### src/rtl/panel_status_pkg.sv
`timescale 1ns/1ps
package panel_status_pkg;
  localparam logic [7:0] KEY_SYNC      = 8'h0C;
  localparam logic [7:0] KEY_CH_GAIN   = 8'h14;
  localparam logic [7:0] KEY_CH_PAN    = 8'h1C;
  localparam logic [7:0] KEY_CH_CTRL   = 8'h24;
  localparam logic [7:0] KEY_BUS_GAIN  = 8'h2C;
  localparam logic [7:0] KEY_BUS_DEST  = 8'h34;
  localparam logic [7:0] KEY_MAIN_VOL  = 8'h3C;
  localparam logic [7:0] KEY_PH_VOL    = 8'h44;
  localparam logic [7:0] KEY_PH_ASSIGN = 8'h4C;
  localparam logic [7:0] KEY_BOOST     = 8'h6C;
  localparam logic [7:0] KEY_REF_LVL   = 8'h74;
  localparam logic [7:0] KEY_TICK_LO   = 8'h04;
  localparam logic [7:0] KEY_TICK_HI   = 8'hFC;

  typedef enum logic [3:0] {
    PAR_CH_GAIN   = 4'd0,
    PAR_CH_PAN    = 4'd1,
    PAR_CH_CTRL   = 4'd2,
    PAR_BUS_GAIN  = 4'd3,
    PAR_BUS_DEST  = 4'd4,
    PAR_MAIN_VOL  = 4'd5,
    PAR_PH_VOL    = 4'd6,
    PAR_PH_ASSIGN = 4'd7,
    PAR_BOOST     = 4'd8,
    PAR_REF_LVL   = 4'd9
  } param_e;

  typedef enum logic [2:0] {
    KIND_IGNORE = 3'd0,
    KIND_SYNC   = 3'd1,
    KIND_CHAN   = 3'd2,
    KIND_BUS    = 3'd3,
    KIND_DEV    = 3'd4
  } kind_e;
endpackage

### src/rtl/status_key_classifier.sv
`timescale 1ns/1ps
module status_key_classifier
  import panel_status_pkg::*;
(
  input  logic [7:0] key_byte,
  output kind_e      kind,
  output param_e     param
);
  logic [7:0] key;
  assign key = {key_byte[7:1], 1'b0};

  always_comb begin
    kind  = KIND_IGNORE;
    param = PAR_CH_GAIN;
    case (key)
      KEY_SYNC:      kind = KIND_SYNC;
      KEY_CH_GAIN:   begin kind = KIND_CHAN; param = PAR_CH_GAIN;   end
      KEY_CH_PAN:    begin kind = KIND_CHAN; param = PAR_CH_PAN;    end
      KEY_CH_CTRL:   begin kind = KIND_CHAN; param = PAR_CH_CTRL;   end
      KEY_BUS_GAIN:  begin kind = KIND_BUS;  param = PAR_BUS_GAIN;  end
      KEY_BUS_DEST:  begin kind = KIND_BUS;  param = PAR_BUS_DEST;  end
      KEY_MAIN_VOL:  begin kind = KIND_DEV;  param = PAR_MAIN_VOL;  end
      KEY_PH_VOL:    begin kind = KIND_DEV;  param = PAR_PH_VOL;    end
      KEY_PH_ASSIGN: begin kind = KIND_DEV;  param = PAR_PH_ASSIGN; end
      KEY_BOOST:     begin kind = KIND_DEV;  param = PAR_BOOST;     end
      KEY_REF_LVL:   begin kind = KIND_DEV;  param = PAR_REF_LVL;   end
      KEY_TICK_LO,
      KEY_TICK_HI:   kind = KIND_IGNORE;
      default:       kind = KIND_IGNORE;
    endcase
  end
endmodule

### src/rtl/status_seq_tracker.sv
`timescale 1ns/1ps
module status_seq_tracker
  import panel_status_pkg::*;
#(
  parameter int NUM_BUSES = 4,
  parameter int NUM_CHANS = 20,
  localparam int BUS_W  = (NUM_BUSES > 1) ? $clog2(NUM_BUSES) : 1,
  localparam int CHAN_W = $clog2(NUM_CHANS + 1)
) (
  input  logic              clk,
  input  logic              rst,
  input  logic              ev,
  input  kind_e             kind,
  input  param_e            param,
  input  logic [2:0]        bus_sel,
  output logic              emit,
  output logic [BUS_W-1:0]  emit_bus,
  output logic [CHAN_W-1:0] emit_chan
);
  logic [BUS_W-1:0]  bus_q;
  logic [CHAN_W-1:0] chan_q;
  param_e            last_q;
  logic              last_ok_q;

  logic [CHAN_W-1:0] idx_use;
  logic              idx_ok;
  logic              sync_ok;

  assign idx_use = (last_ok_q && last_q == param) ? chan_q : '0;
  assign idx_ok  = idx_use < CHAN_W'(NUM_CHANS);
  assign sync_ok = int'(bus_sel) < NUM_BUSES;

  always_comb begin
    emit      = 1'b0;
    emit_bus  = '0;
    emit_chan = '0;
    if (ev) begin
      case (kind)
        KIND_CHAN: begin
          emit      = idx_ok;
          emit_bus  = bus_q;
          emit_chan = idx_use;
        end
        KIND_BUS: begin
          emit     = 1'b1;
          emit_bus = bus_q;
        end
        KIND_DEV: emit = 1'b1;
        default:  emit = 1'b0;
      endcase
    end
  end

  always_ff @(posedge clk) begin
    if (rst) begin
      bus_q     <= '0;
      chan_q    <= '0;
      last_q    <= PAR_CH_GAIN;
      last_ok_q <= 1'b0;
    end else if (ev) begin
      if (kind == KIND_SYNC && sync_ok) begin
        bus_q     <= BUS_W'(bus_sel);
        chan_q    <= '0;
        last_ok_q <= 1'b0;
      end else if (kind == KIND_CHAN) begin
        last_q    <= param;
        last_ok_q <= 1'b1;
        chan_q    <= idx_ok ? idx_use + 1'b1 : CHAN_W'(NUM_CHANS);
      end
    end
  end

  // an out-of-range bus selection leaves the bus context alone
  p_bad_sync_hold_r2: assert property (@(posedge clk) disable iff (rst)
    (ev && kind == KIND_SYNC && !sync_ok) |=> ($stable(bus_q) && $stable(chan_q)));

  // timer and unknown keys leave the sequence untouched
  p_ignore_hold_r8: assert property (@(posedge clk) disable iff (rst)
    (ev && kind == KIND_IGNORE) |=> ($stable(bus_q) && $stable(chan_q)));

  // a valid sync always restarts the index
  p_sync_restart_r4: assert property (@(posedge clk) disable iff (rst)
    (ev && kind == KIND_SYNC && sync_ok) |=> (chan_q == '0));
endmodule

### src/rtl/midi_tap.sv
`timescale 1ns/1ps
module midi_tap (
  input  logic       clk,
  input  logic       rst,
  input  logic       ev,
  input  logic       flag,
  input  logic [7:0] data,
  output logic       midi_valid,
  output logic [7:0] midi_byte
);
  always_ff @(posedge clk) begin
    if (rst) begin
      midi_valid <= 1'b0;
      midi_byte  <= '0;
    end else begin
      midi_valid <= ev && flag;
      if (ev && flag) midi_byte <= data;
    end
  end
endmodule

### src/rtl/panel_status_decoder.sv
`timescale 1ns/1ps
module panel_status_decoder
  import panel_status_pkg::*;
#(
  parameter int NUM_BUSES = 4,
  parameter int NUM_CHANS = 20,
  localparam int BUS_W  = (NUM_BUSES > 1) ? $clog2(NUM_BUSES) : 1,
  localparam int CHAN_W = $clog2(NUM_CHANS + 1)
) (
  input  logic              clk,
  input  logic              rst,
  input  logic              blk_valid,
  input  logic [7:0]        ctl_b0,
  input  logic [7:0]        ctl_b1,
  input  logic [7:0]        ctl_b2,
  output logic              upd_valid,
  output logic [BUS_W-1:0]  upd_bus,
  output logic [CHAN_W-1:0] upd_chan,
  output logic [3:0]        upd_param,
  output logic [7:0]        upd_value,
  output logic              midi_valid,
  output logic [7:0]        midi_byte
);
  kind_e             kind;
  param_e            param;
  logic              emit;
  logic [BUS_W-1:0]  emit_bus;
  logic [CHAN_W-1:0] emit_chan;

  status_key_classifier u_cls (
    .key_byte (ctl_b0),
    .kind     (kind),
    .param    (param)
  );

  status_seq_tracker #(
    .NUM_BUSES (NUM_BUSES),
    .NUM_CHANS (NUM_CHANS)
  ) u_trk (
    .clk       (clk),
    .rst       (rst),
    .ev        (blk_valid),
    .kind      (kind),
    .param     (param),
    .bus_sel   (ctl_b1[7:5]),
    .emit      (emit),
    .emit_bus  (emit_bus),
    .emit_chan (emit_chan)
  );

  midi_tap u_midi (
    .clk        (clk),
    .rst        (rst),
    .ev         (blk_valid),
    .flag       (ctl_b0[0]),
    .data       (ctl_b2),
    .midi_valid (midi_valid),
    .midi_byte  (midi_byte)
  );

  always_ff @(posedge clk) begin
    if (rst) begin
      upd_valid <= 1'b0;
      upd_bus   <= '0;
      upd_chan  <= '0;
      upd_param <= '0;
      upd_value <= '0;
    end else begin
      upd_valid <= emit;
      if (emit) begin
        upd_bus   <= emit_bus;
        upd_chan  <= emit_chan;
        upd_param <= 4'(param);
        upd_value <= ctl_b1;
      end
    end
  end

  // an update only follows a block strobe
  p_upd_after_strobe_r9: assert property (@(posedge clk) disable iff (rst)
    upd_valid |-> $past(blk_valid));

  // the MIDI byte comes from a flagged block's third byte
  p_midi_source_r1: assert property (@(posedge clk) disable iff (rst)
    midi_valid |-> ($past(blk_valid) && $past(ctl_b0[0]) && midi_byte == $past(ctl_b2)));

  // channel updates never carry an index past the last channel
  p_chan_limit_r5: assert property (@(posedge clk) disable iff (rst)
    (upd_valid && upd_param <= 4'd2) |-> (int'(upd_chan) < NUM_CHANS));

  // device-wide updates carry neither bus nor channel
  p_devwide_zero_r7: assert property (@(posedge clk) disable iff (rst)
    (upd_valid && upd_param >= 4'd5) |-> (upd_bus == '0 && upd_chan == '0));

  // per-bus updates carry channel 0
  p_busparam_chan_r6: assert property (@(posedge clk) disable iff (rst)
    (upd_valid && (upd_param == 4'd3 || upd_param == 4'd4)) |-> (upd_chan == '0));
endmodule

### config.mk
export PLATFORM = sky130hd
export DESIGN_NAME = panel_status_decoder
export DESIGN_NICKNAME = d
export VERILOG_FILES = /design/src/rtl/panel_status_pkg.sv /design/src/rtl/status_key_classifier.sv /design/src/rtl/status_seq_tracker.sv /design/src/rtl/midi_tap.sv /design/src/rtl/panel_status_decoder.sv
export SDC_FILE = /design/constraint.sdc
export NUM_CORES = 1
export LEC_CHECK = 0
export BUFFER_PORTS_ARGS = -buffer_cell sky130_fd_sc_hd__buf_2
export CORE_UTILIZATION = 35
export CTS_CLUSTER_DIAMETER = 200
export CTS_CLUSTER_SIZE = 30
export DETAILED_ROUTE_END_ITERATION = 8
export SYNTH_ARGS = -nofsm -noshare
export SYNTH_HDL_FRONTEND = slang
export SYNTH_SLANG_ARGS = --single-unit
### constraint.sdc
create_clock -name clk -period 5.5 [get_ports clk]
set_input_delay 0.55 -clock clk [delete_from_list [all_inputs] [get_ports clk]]
set_output_delay 0.55 -clock clk [all_outputs]
set_load 0.03 [all_outputs]
==> results of run 1 <==
worst max-delay path by stage:
stage               from         endpoint  slack (ps)
2_1_floorplan  ctl_b0[7]  u_trk.chan_q[4]        2420
3_3_place_gp   ctl_b0[7]  u_trk.chan_q[4]        2060
3_5_place_dp   ctl_b0[7]  u_trk.chan_q[4]        1960
4_1_cts        ctl_b0[7]  u_trk.chan_q[4]        2300
5_1_grt        ctl_b0[7]  u_trk.chan_q[4]        1990
6_report       ctl_b0[7]  u_trk.chan_q[4]        2280
report_power, final:
| group | switching [W] | internal (W) |
|---|---|---|
| Combinational | 0.0000367 | 0.0000237 |
| Sequential | 0.00000201 | 0.000301 |
| Clock | 0.000103 | 0.000180 |
| Total | 0.000141 | 0.000505 |
logic make-up (layout without fill, tap and decap cells):
logic type	Yosys count	after routing	synth area share, %
AND/OR/NAND/NOR	110	110	29.74
flip-flops	41	41	38.86
buffers and inverters	20	67	5.331
multiplexers	24	24	11.49
adder cells (fa/ha/maj)	1	1	0.5923
AO/OA/AOI/OAI	33	33	11.91
XOR/XNOR	5	5	2.074
metrics by stage:
step | cell area (um^2) | std cells | hold WS [ps] | utilization (%) | setup WS [ps]
after floorplan | 2112 | 234 | 437.4 | - | 2425
after global placement | 2384 | 345 | 438.2 | 42.00 | 2063
after global routing | 2517 | 353 | 490.5 | 44.36 | 1990
final | 2517 | 353 | 457.2 | 44.36 | 2275
after detailed placement | 2384 | 345 | 449.7 | 42.00 | 1964
after CTS | 2517 | 353 | 461.4 | 44.36 | 2302
cells in the mapped netlist (all sizes together), types with 3 or more instances:
master	number
a21oi	14
and2	3
buf	9
clkbuf	8
dfxtp	41
inv	3
mux2i	22
nand2	19
nand2b	31
nand3	15
nand3b	5
nor2	16
nor2b	4
nor3	5
nor3b	3
xor2	3
metal layers:
layer / track usage, % / vias to the layer above
met5: 0 / -
met4: 4.909 / 0
met3: 4.114 / 5
met2: 23.50 / 50
met1: 18.46 / 758
li1: - / 891
tightest hold or removal path: stages, from the launching register on:
cell	delay, ps
dfxtp_1	310
nand2_1	50
a21oi_1	50
registers in the layout, summed over array words and instances, names as in the netlist:
| register | cells |
|---|---|
| upd_value | 8 |
| u_trk.last_ok_q | 1 |
| u_midi.midi_byte | 8 |
| upd_param | 4 |
| u_midi.midi_valid | 1 |
| upd_chan | 5 |
| upd_bus | 2 |
| u_trk.bus_q | 2 |
| u_trk.last_q | 4 |
| u_trk.chan_q | 5 |
| upd_valid | 1 |
cell usage in the layout, fill, tap and decap left out, drive strengths merged, types with 2 or more instances in the layout:
| cell type | netlist | routed |
|---|---|---|
| o21ai | 2 | 2 |
| nor2 | 16 | 16 |
| nand2 | 19 | 19 |
| o21a | 2 | 2 |
| nor2b | 4 | 4 |
| dfxtp | 41 | 41 |
| mux2i | 22 | 22 |
| buf | 9 | 56 |
| xnor2 | 2 | 2 |
| nor3 | 5 | 5 |
| a21oi | 14 | 14 |
| xor2 | 3 | 3 |
| nand3 | 15 | 15 |
| nor3b | 3 | 3 |
| nand2b | 31 | 31 |
| and2 | 3 | 3 |
| inv | 3 | 3 |
| nand3b | 5 | 5 |
| or3b | 2 | 2 |
| a31oi | 2 | 2 |
| mux2 | 2 | 2 |
| clkbuf | 8 | 5 |
| bufinv | 0 | 2 |
| o2111a | 2 | 2 |
area by class of cell:
cell class | count | area [um^2]
clock buffer | 5 | 68.82
sequential | 41 | 820.8
tap | 72 | 90.09
inverter | 3 | 11.26
multi-input combinational | 173 | 1179
clock inverter | 3 | 65.06
fill | 559 | 3158
timing repair buffer | 56 | 282.8
==> flow_metrics.env, run 1 <==
export IMPL_outcome="finished clean"
export IMPL_grtUsageTotal_pct=14.57
export IMPL_crit_slowest_cell="nor4_4"
export IMPL_drc=0
export IMPL_ys_types=49
export IMPL_cts_tree="yes"
export IMPL_grt_pass1_vias=1600
export IMPL_wl_met2_um=1737
export IMPL_syn2layout_area_growth_pct=19.19
export IMPL_synth_top_flop_cell="dfxtp_1"
export IMPL_clk_pin_slew_worst_paths_ps=80
export IMPL_cap_violations=0
export IMPL_syn_area_um2=2112
export IMPL_yosys_warnings=0
export IMPL_rsz0062_at_grt="no"
export IMPL_async_flop_share_pct=0
export IMPL_setup_viol=0
export IMPL_crit_buf_inv=1
export IMPL_crit_required_ps=5710
export IMPL_syn_mean_instance_area_um2=9.026
export IMPL_vias=1704
export IMPL_crit_fanout=16
export IMPL_vdd_drop_max_mv=0.1856
export IMPL_numCtsBuffers=5
export IMPL_drive_gt1_share_pct=25.98
export IMPL_start_util_pct=37.21
export IMPL_critPathArrivalTime_ps=3440
export IMPL_die_height_um=79.68
export IMPL_cts_post_setup_buffers_inserted=0
export IMPL_overflow=0
export IMPL_worstMarginPinSlew_ps=806.2
export IMPL_rows=27
export IMPL_chipWidth_um=79.68
export IMPL_reg2reg_to="u_trk.chan_q[4]"
export IMPL_clock_sinks=41
export IMPL_end_kind="flip-flop"
export IMPL_synth_edf_count=0
export IMPL_slew_viol_final=0
export IMPL_synth_area_leaders="dfxtp_1, mux2i_1, nand2b_1"
export IMPL_firstDrtPassIters=4
export IMPL_worstSetupPathType="primary input to flip-flop"
export IMPL_drt_first_iter_violations=76
export IMPL_path_depth=10
export IMPL_synth_top_area_share_pct=38.86
export IMPL_max_freq_mhz=310.1
export IMPL_io_pins=56
export IMPL_crit_family="simple AND/OR/NAND/NOR gates"
export IMPL_hold_depth=2
export IMPL_r2r_start="u_trk.last_q[0]"
export IMPL_grt_max_degree=54
export IMPL_hold_path_end="u_midi.midi_byte[0]"
export IMPL_fin_crit_ps=3225
export IMPL_skew_ps=4.373
export IMPL_slew_headroom_pct=46.26
export IMPL_synth_seq_cells=41
export IMPL_htree_levels=2
export IMPL_power_density_nw_per_um2=256.7
export IMPL_hold_viol=0
export IMPL_wire_per_inst_um=11.82
export IMPL_period_share_pct=58.63
export IMPL_core_um2=5675
export IMPL_hpwl_um=2895
export IMPL_reg2reg_depth=9
export IMPL_min_delay_start="u_midi.midi_byte[0]"
export IMPL_totalWireLength_um=4174
export IMPL_root_buffer="clkbuf_8"
export IMPL_syn_num_nets=262
export IMPL_ctsHoldBuffers=0
export IMPL_start_kind="primary input"
export IMPL_cts_path_max_buffers=2
export IMPL_yosysSeqAreaShare_pct=38.86
export IMPL_antenna_found_initial=0
export IMPL_cp_slowest_stage_delay_ps=700
export IMPL_tns_ps=0
export IMPL_port_buffers=55
export IMPL_gp_congestion=0.7534
export IMPL_grt_pass1_wl_um=7314
export IMPL_worstSkewPairLatency_ps=290
export IMPL_antenna_left=0
export IMPL_dieArea_um2=6349
export IMPL_synth_top_cell_by_area="dfxtp_1"
export IMPL_p_leak_nw=0.9999
export IMPL_wl_met3_um=230
export IMPL_diodes=0
export IMPL_netlist_instances=234
export IMPL_highest_layer="met4"
export IMPL_nets=308
export IMPL_wl_met1_um=2157
export IMPL_viasPerCell=4.827
export IMPL_cp_cell_sequence="buf_2 -> or3b_1 -> nor3_2 -> mux2_2 -> nor4_4 -> and2_1 -> ha_1 -> and3_1 -> a31oi_1 -> nor3_1"
export IMPL_cts_resized=0
export IMPL_r2r_slack_ps=3000
export IMPL_finalPower_w=0.0006463
export IMPL_hold_class="flip-flop to flip-flop"
(Power assumes the default switching activity.)
==> inputs of run 2 (changes only) <==
- clock period: 5.5 -> 2.84 ns (I/O delays scaled with it)
==> run 2 against run 1 <==
  * Combinational power rose by 100%
  * Routed wire length is 1.7% higher
  * Register-to-register slack got worse by 2300 ps
  * Clock skew is 3.6 ps higher
  * Via count is 1.8% higher
  * Highest routed layer unchanged
==> flow_metrics.env, run 2 (synthesized netlist as in run 1, its figures left out) <==
export IMPL_clock_sinks=41
export IMPL_cts_resized=0
export IMPL_crit_slowest_cell="or3b_1"
export IMPL_grtUsageTotal_pct=14.51
export IMPL_cp_cell_sequence="buf_2 -> or3b_1 -> nor3_2 -> mux2_2 -> nor4_4 -> and2_1 -> ha_1 -> o2111a_1 -> o2bb2ai_1 -> a21oi_1"
export IMPL_p_comb_share_pct=10.4
export IMPL_antenna_found_initial=0
export IMPL_skew_ps=7.924
export IMPL_start_kind="primary input"
export IMPL_numCtsBuffers=5
export IMPL_drc=0
export IMPL_slew_headroom_pct=63.26
export IMPL_nets=315
export IMPL_worstMarginPinSlew_ps=546.9
export IMPL_htree_levels=2
export IMPL_gp_congestion=0.7810
export IMPL_fin_crit_ps=2369
export IMPL_outcome="finished clean"
export IMPL_port_buffers=55
export IMPL_cts_tree="yes"
export IMPL_min_delay_start="ctl_b2[5]"
export IMPL_diodes=0
export IMPL_dieArea_um2=6349
export IMPL_worstSetupPathType="primary input to flip-flop"
export IMPL_period_share_pct=83.42
export IMPL_grt_pass1_vias=1567
export IMPL_worstSkewPairLatency_ps=290
export IMPL_postLayoutCoreUtil_pct=45.17
export IMPL_startpoint="ctl_b0[7]"
export IMPL_wire_per_inst_um=11.79
export IMPL_p_clk_share_pct=39.7
export IMPL_cap_violations=0
export IMPL_vias=1735
export IMPL_ctsHoldBuffers=0
export IMPL_fin_hold_ws_ps=239.9
export IMPL_vdd_drop_max_mv=0.3091
export IMPL_grt_pass1_wl_um=7162
export IMPL_io_pins=56
export IMPL_tns_ps=0
export IMPL_setup_viol=0
export IMPL_syn2layout_area_growth_pct=21.39
export IMPL_layout_commonest_cell="buf_2"
export IMPL_chipWidth_um=79.68
export IMPL_viasPerCell=4.819
export IMPL_overflow=0
export IMPL_antenna_left=0
export IMPL_pwr_share_seq_pct=49.9
export IMPL_stdcell_count=360
export IMPL_cp_slowest_stage_delay_ps=410
export IMPL_dpl_cell_count=352
export IMPL_switchingPower_w=0.0002802
export IMPL_critPathArrivalTime_ps=2560
export IMPL_layout_common_cells="buf_2, dfxtp_1, nand2b_1"
export IMPL_power_density_nw_per_um2=458.6
export IMPL_rows=27
export IMPL_grt_max_degree=40
export IMPL_crit_fanout=5
export IMPL_hpwl_um=3114
export IMPL_end_kind="flip-flop"
export IMPL_r2r_start="u_trk.last_q[0]"
export IMPL_drive_gt1_share_pct=27.78
export IMPL_p_int_w=0.0008955
export IMPL_fillers=583
export IMPL_firstDrtPassIters=4
export IMPL_die_height_um=79.68
export IMPL_clk_pin_slew_worst_paths_ps=80
export IMPL_crit_required_ps=3030
export IMPL_core_um2=5675
export IMPL_finalPower_w=0.001176
export IMPL_max_freq_mhz=422.1
export IMPL_drt_first_iter_violations=40
export IMPL_start_util_pct=37.21
export IMPL_root_buffer="clkbuf_8"
export IMPL_totalWireLength_um=4244
export IMPL_hold_viol=0
export IMPL_slew_viol_final=0
export IMPL_rsz0062_at_grt="no"
export IMPL_p_leak_nw=1.025
export IMPL_cts_post_setup_buffers_inserted=0
export IMPL_cts_path_max_buffers=2
export IMPL_hold_class="primary input to flip-flop"
export IMPL_top_regs="u_midi.midi_byte: 8 flops, upd_value: 8 flops"
export IMPL_p_sw_share_pct=23.83
run 2: cell types whose count changed in the layout (fill, tap and decap cells not counted):
cell,delta
clkinv_2,-1
clkinv_4,+1
buf_12,+1
bufinv_16,-1
buf_4,+6
clkinvlp_4,+1
run 2: power by group through the flow:
stage | clock, W | combinational (W) | sequential [W]
3_5_place_dp | 0 | 0.000123 | 0.000600
4_1_cts | 0.000484 | 0.000123 | 0.000587
2_1_floorplan | 0 | 0.0000679 | 0.000616
6_report | 0.000467 | 0.000122 | 0.000587
5_1_grt | 0.000510 | 0.000135 | 0.000588
3_3_place_gp | 0 | 0.000121 | 0.000600
run 2: final timing paths:
check,end,slack (ps),cells past startpoint
hold reg to reg,u_midi.midi_byte[0],460,2
hold / removal,u_midi.midi_byte[5],240,3
setup reg to reg,u_trk.chan_q[2],730,9
setup / recovery,u_trk.chan_q[2],470,10
run 2: final cells by class:
type / instances / area [um^2] / share of cell area, %
clock inverter: 3 / 46.29 / 1.806
clock buffer: 5 / 68.82 / 2.684
sequential: 41 / 820.8 / 32.02
multi-input combinational: 173 / 1179 / 45.97
inverter: 3 / 11.26 / 0.4392
tap: 72 / 90.09 / 3.514
timing repair buffer: 63 / 347.8 / 13.57
run 2: per-stage QoR:
step                cell area [um^2]  worst slack, ps
global placement                2449            204.1
detailed placement              2449            156.2
global route                    2564            283.1
finish                          2564            470.9
floorplan                       2112            30.80
CTS                             2564            476.1
run 2: routing by layer:
| layer | up-vias | part of all wire [%] | GRT usage (%) |
|---|---|---|---|
| met1 | 768 | 50 | 18.88 |
| met3 | 5 | 6.6 | 4.343 |
| met2 | 52 | 42 | 22.65 |
| li1 | 910 | - | - |
| met4 | 0 | 0.99 | 4.909 |
| met5 | - | 0 | 0 |
run 2: worst max-delay path, delay by kind of cell:
kind | cells | cell delay, ps
AO/OA/AOI/OAI | 3 | 380
adder cells (fa/ha/maj) | 1 | 220
buffers and inverters | 1 | 100
multiplexers | 1 | 380
AND/OR/NAND/NOR | 4 | 1200
==> inputs of run 3 (changes only) <==
- ABC_AREA: default -> 1
- clock period: 2.84 -> 2.35 ns (I/O delays scaled with it)
==> run 3 against run 2 <==
  * Critical path depth is 4 higher
  * Synthesized cell count is 14% higher
  * First-iteration DRC count is 90% higher
  * Clock power is 2% higher
  * Hold slack worse by 110 ps
  * Register-to-register slack worse by 220 ps
  * Clock-buffer cell count is 1 higher
  * Non-clock buffer count is 7 lower
  * Sequential share of layout area is 4.0 points higher
  * Via count is 2.6% higher
  * Combinational power is 11% higher
==> flow_metrics.env, run 3 <==
export IMPL_syn_num_nets=294
export IMPL_min_delay_start="ctl_b1[3]"
export IMPL_power_density_nw_per_um2=583.5
export IMPL_yosysSeqAreaShare_pct=44.63
export IMPL_layout_common_cells="nand2_1, buf_2, dfxtp_1"
export IMPL_synth_commonest_cells="nand2_1, dfxtp_1, nor2_1, inv_1, nand3_1"
export IMPL_drive_gt1_share_pct=23.69
export IMPL_p_int_w=0.0009893
export IMPL_p_clk_share_pct=36.0
export IMPL_firstDrtPassIters=4
export IMPL_ctsHoldBuffers=0
export IMPL_wire_per_inst_um=10.73
export IMPL_grtUsageTotal_pct=16.12
export IMPL_clk_pin_slew_worst_paths_ps=80
export IMPL_p_comb_share_pct=10.3
export IMPL_cts_resized=0
export IMPL_cts_path_max_buffers=2
export IMPL_htree_levels=2
export IMPL_worstSkewPairLatency_ps=290
export IMPL_outcome="finished clean"
export IMPL_die_height_um=74.49
export IMPL_hold_depth=3
export IMPL_grt_pass1_wl_um=6748
export IMPL_io_pins=56
export IMPL_drc=0
export IMPL_slew_viol_final=0
export IMPL_skew_ps=6.646
export IMPL_synth_seq_cells=41
export IMPL_synth_top_cell_by_area="dfxtp_1"
export IMPL_tns_ps=0
export IMPL_p_leak_nw=1.215
export IMPL_fin_hold_ws_ps=127.1
export IMPL_clock_sinks=41
export IMPL_crit_required_ps=2590
export IMPL_hpwl_um=3192
export IMPL_hold_path_end="upd_value[3]"
export IMPL_setup_viol=0
export IMPL_cap_violations=0
export IMPL_synth_edf_count=0
export IMPL_synth_most_common_cell="nand2_1"
export IMPL_async_flop_share_pct=0
export IMPL_max_freq_mhz=491.1
export IMPL_synth_area_leaders="dfxtp_1, nand2_1, nor2_1"
export IMPL_worstSetupPathType="primary input to flip-flop"
export IMPL_stdcell_count=395
export IMPL_pre_cts_ws_ps=-29.36
export IMPL_postLayoutSetupSlackWorst_ps=313.6
export IMPL_finalPower_w=0.001328
export IMPL_synth_top_flop_cell="dfxtp_1"
export IMPL_top_regs="u_midi.midi_byte: 8 flops, upd_value: 8 flops"
export IMPL_viasPerCell=4.506
export IMPL_cts_post_setup_buffers_inserted=0
export IMPL_hold_class="primary input to flip-flop"
export IMPL_layout_commonest_cell="nand2_1"
export IMPL_reg2reg_to="upd_value[4]"
export IMPL_grt_pass1_vias=1430
export IMPL_cts_tree="yes"
export IMPL_r2r_start="u_trk.last_q[1]"
export IMPL_core_um2=5075
export IMPL_switchingPower_w=0.0003388
export IMPL_drt_first_iter_violations=76
export IMPL_ys_types=25
export IMPL_reg2reg_depth=10
export IMPL_chipWidth_um=74.49
export IMPL_syn_mean_instance_area_um2=6.915
export IMPL_antenna_left=0
export IMPL_fin_crit_ps=2036
export IMPL_critPathArrivalTime_ps=2280
export IMPL_fillers=557
export IMPL_antenna_found_initial=0
export IMPL_period_share_pct=86.66
export IMPL_slew_headroom_pct=53.90
export IMPL_vias=1780
export IMPL_pwr_share_seq_pct=53.7
export IMPL_vdd_drop_max_mv=0.1840
export IMPL_root_buffer="clkbuf_8"
export IMPL_port_buffers=55
export IMPL_overflow=0
export IMPL_worstMarginPinSlew_ps=691.5
export IMPL_r2r_slack_ps=510
export IMPL_gp_congestion=0.8892
export IMPL_dpl_cell_count=387
export IMPL_totalWireLength_um=4237
export IMPL_diodes=0
export IMPL_grt_max_degree=20
export IMPL_rsz0062_at_grt="no"
export IMPL_syn2layout_area_growth_pct=23.74
export IMPL_hold_viol=0
export IMPL_start_util_pct=36.24
export IMPL_yosys_warnings=0
export IMPL_p_sw_share_pct=25.51
export IMPL_start_kind="primary input"
export IMPL_synth_top_area_share_pct=44.63
export IMPL_end_kind="flip-flop"
export IMPL_rows=26
export IMPL_numCtsBuffers=5
export IMPL_nets=352
export IMPL_crit_fanout=15
export IMPL_netlist_instances=266
export IMPL_dieArea_um2=5549
export IMPL_syn_area_um2=1839
==> run 3: cell types whose count changed in the layout (fill, tap and decap cells not counted), sizes merged, moves of 3 or more <==
cell / before / now
nor3b: 3 / 0
nor2: 16 / 42
xor2: 3 / 0
nand3b: 5 / 1
nor2b: 4 / 0
buf: 63 / 56
inv: 3 / 24
o21ai: 2 / 11
nand2b: 31 / 0
nand2: 19 / 101
mux2i: 22 / 0
nand4: 0 / 8
a21oi: 14 / 9
and2: 3 / 0
==> run 3: cell families after synthesis <==
group,Yosys count,synth area share (%)
AND/OR/NAND/NOR,172,41.43
adder cells (fa/ha/maj),1,0.6802
AO/OA/AOI/OAI,23,6.735
buffers and inverters,29,6.530
flip-flops,41,44.63
==> run 3: final cells by class <==
type	instances	area [um^2]	area share (%)
multi-input combinational	196	898.4	39.47
sequential	41	820.8	36.06
timing repair buffer	56	282.8	12.42
inverter	24	90.09	3.958
tap	70	87.58	3.848
clock buffer	6	82.58	3.628
clock inverter	2	13.76	0.6047
==> run 3: through the flow <==
stage                     area [um^2]  util [%]
after floorplan                  1839         -
after global placement           2180     42.95
after detailed placement         2180     42.95
after CTS                        2276     44.85
after global routing             2276     44.85
final                            2276     44.85
==> run 3: power by group through the flow <==
stage               registers (W)  logic (W)  clock network, W
finish                   0.000714   0.000136          0.000478
global route             0.000715   0.000153          0.000538
CTS                      0.000714   0.000138          0.000501
detailed placement       0.000730   0.000138                 0
global placement         0.000730   0.000137                 0
floorplan                0.000756  0.0000594                 0
==> run 3: how the worst max path moves through the flow <==
stage / endpoint / cells after the start / startpoint / slack (ps)
floorplan: upd_chan[0] / 14 / ctl_b0[7] / 560
detailed placement: upd_value[4] / 14 / ctl_b0[1] / -30
global placement: upd_param[0] / 14 / ctl_b0[1] / 10
global route: upd_chan[3] / 14 / ctl_b0[1] / 60
CTS: upd_value[4] / 14 / ctl_b0[1] / 280
finish: upd_value[4] / 14 / ctl_b0[1] / 310
==> run 3: layer usage <==
layer | wire length (um) | share of wire, % | global-route usage, %
met1 | 2004 | 47 | 22.04
met2 | 1959 | 46 | 24.62
met3 | 238 | 5.6 | 4.065
met4 | 34 | 0.80 | 5.660
met5 | 0 | 0 | 0
==> run 3: critical path: stages <==
cell     delay (ps)
buf_2           110
inv_2            50
nand2_2          60
nor2_1          260
nand2_1         150
nand3_1         140
nand2_1          60
nand3_1         180
nor2_8           90
nand3_2          80
nand2_2          90
a21oi_2         580
nand2_1         110
nand2_1          80
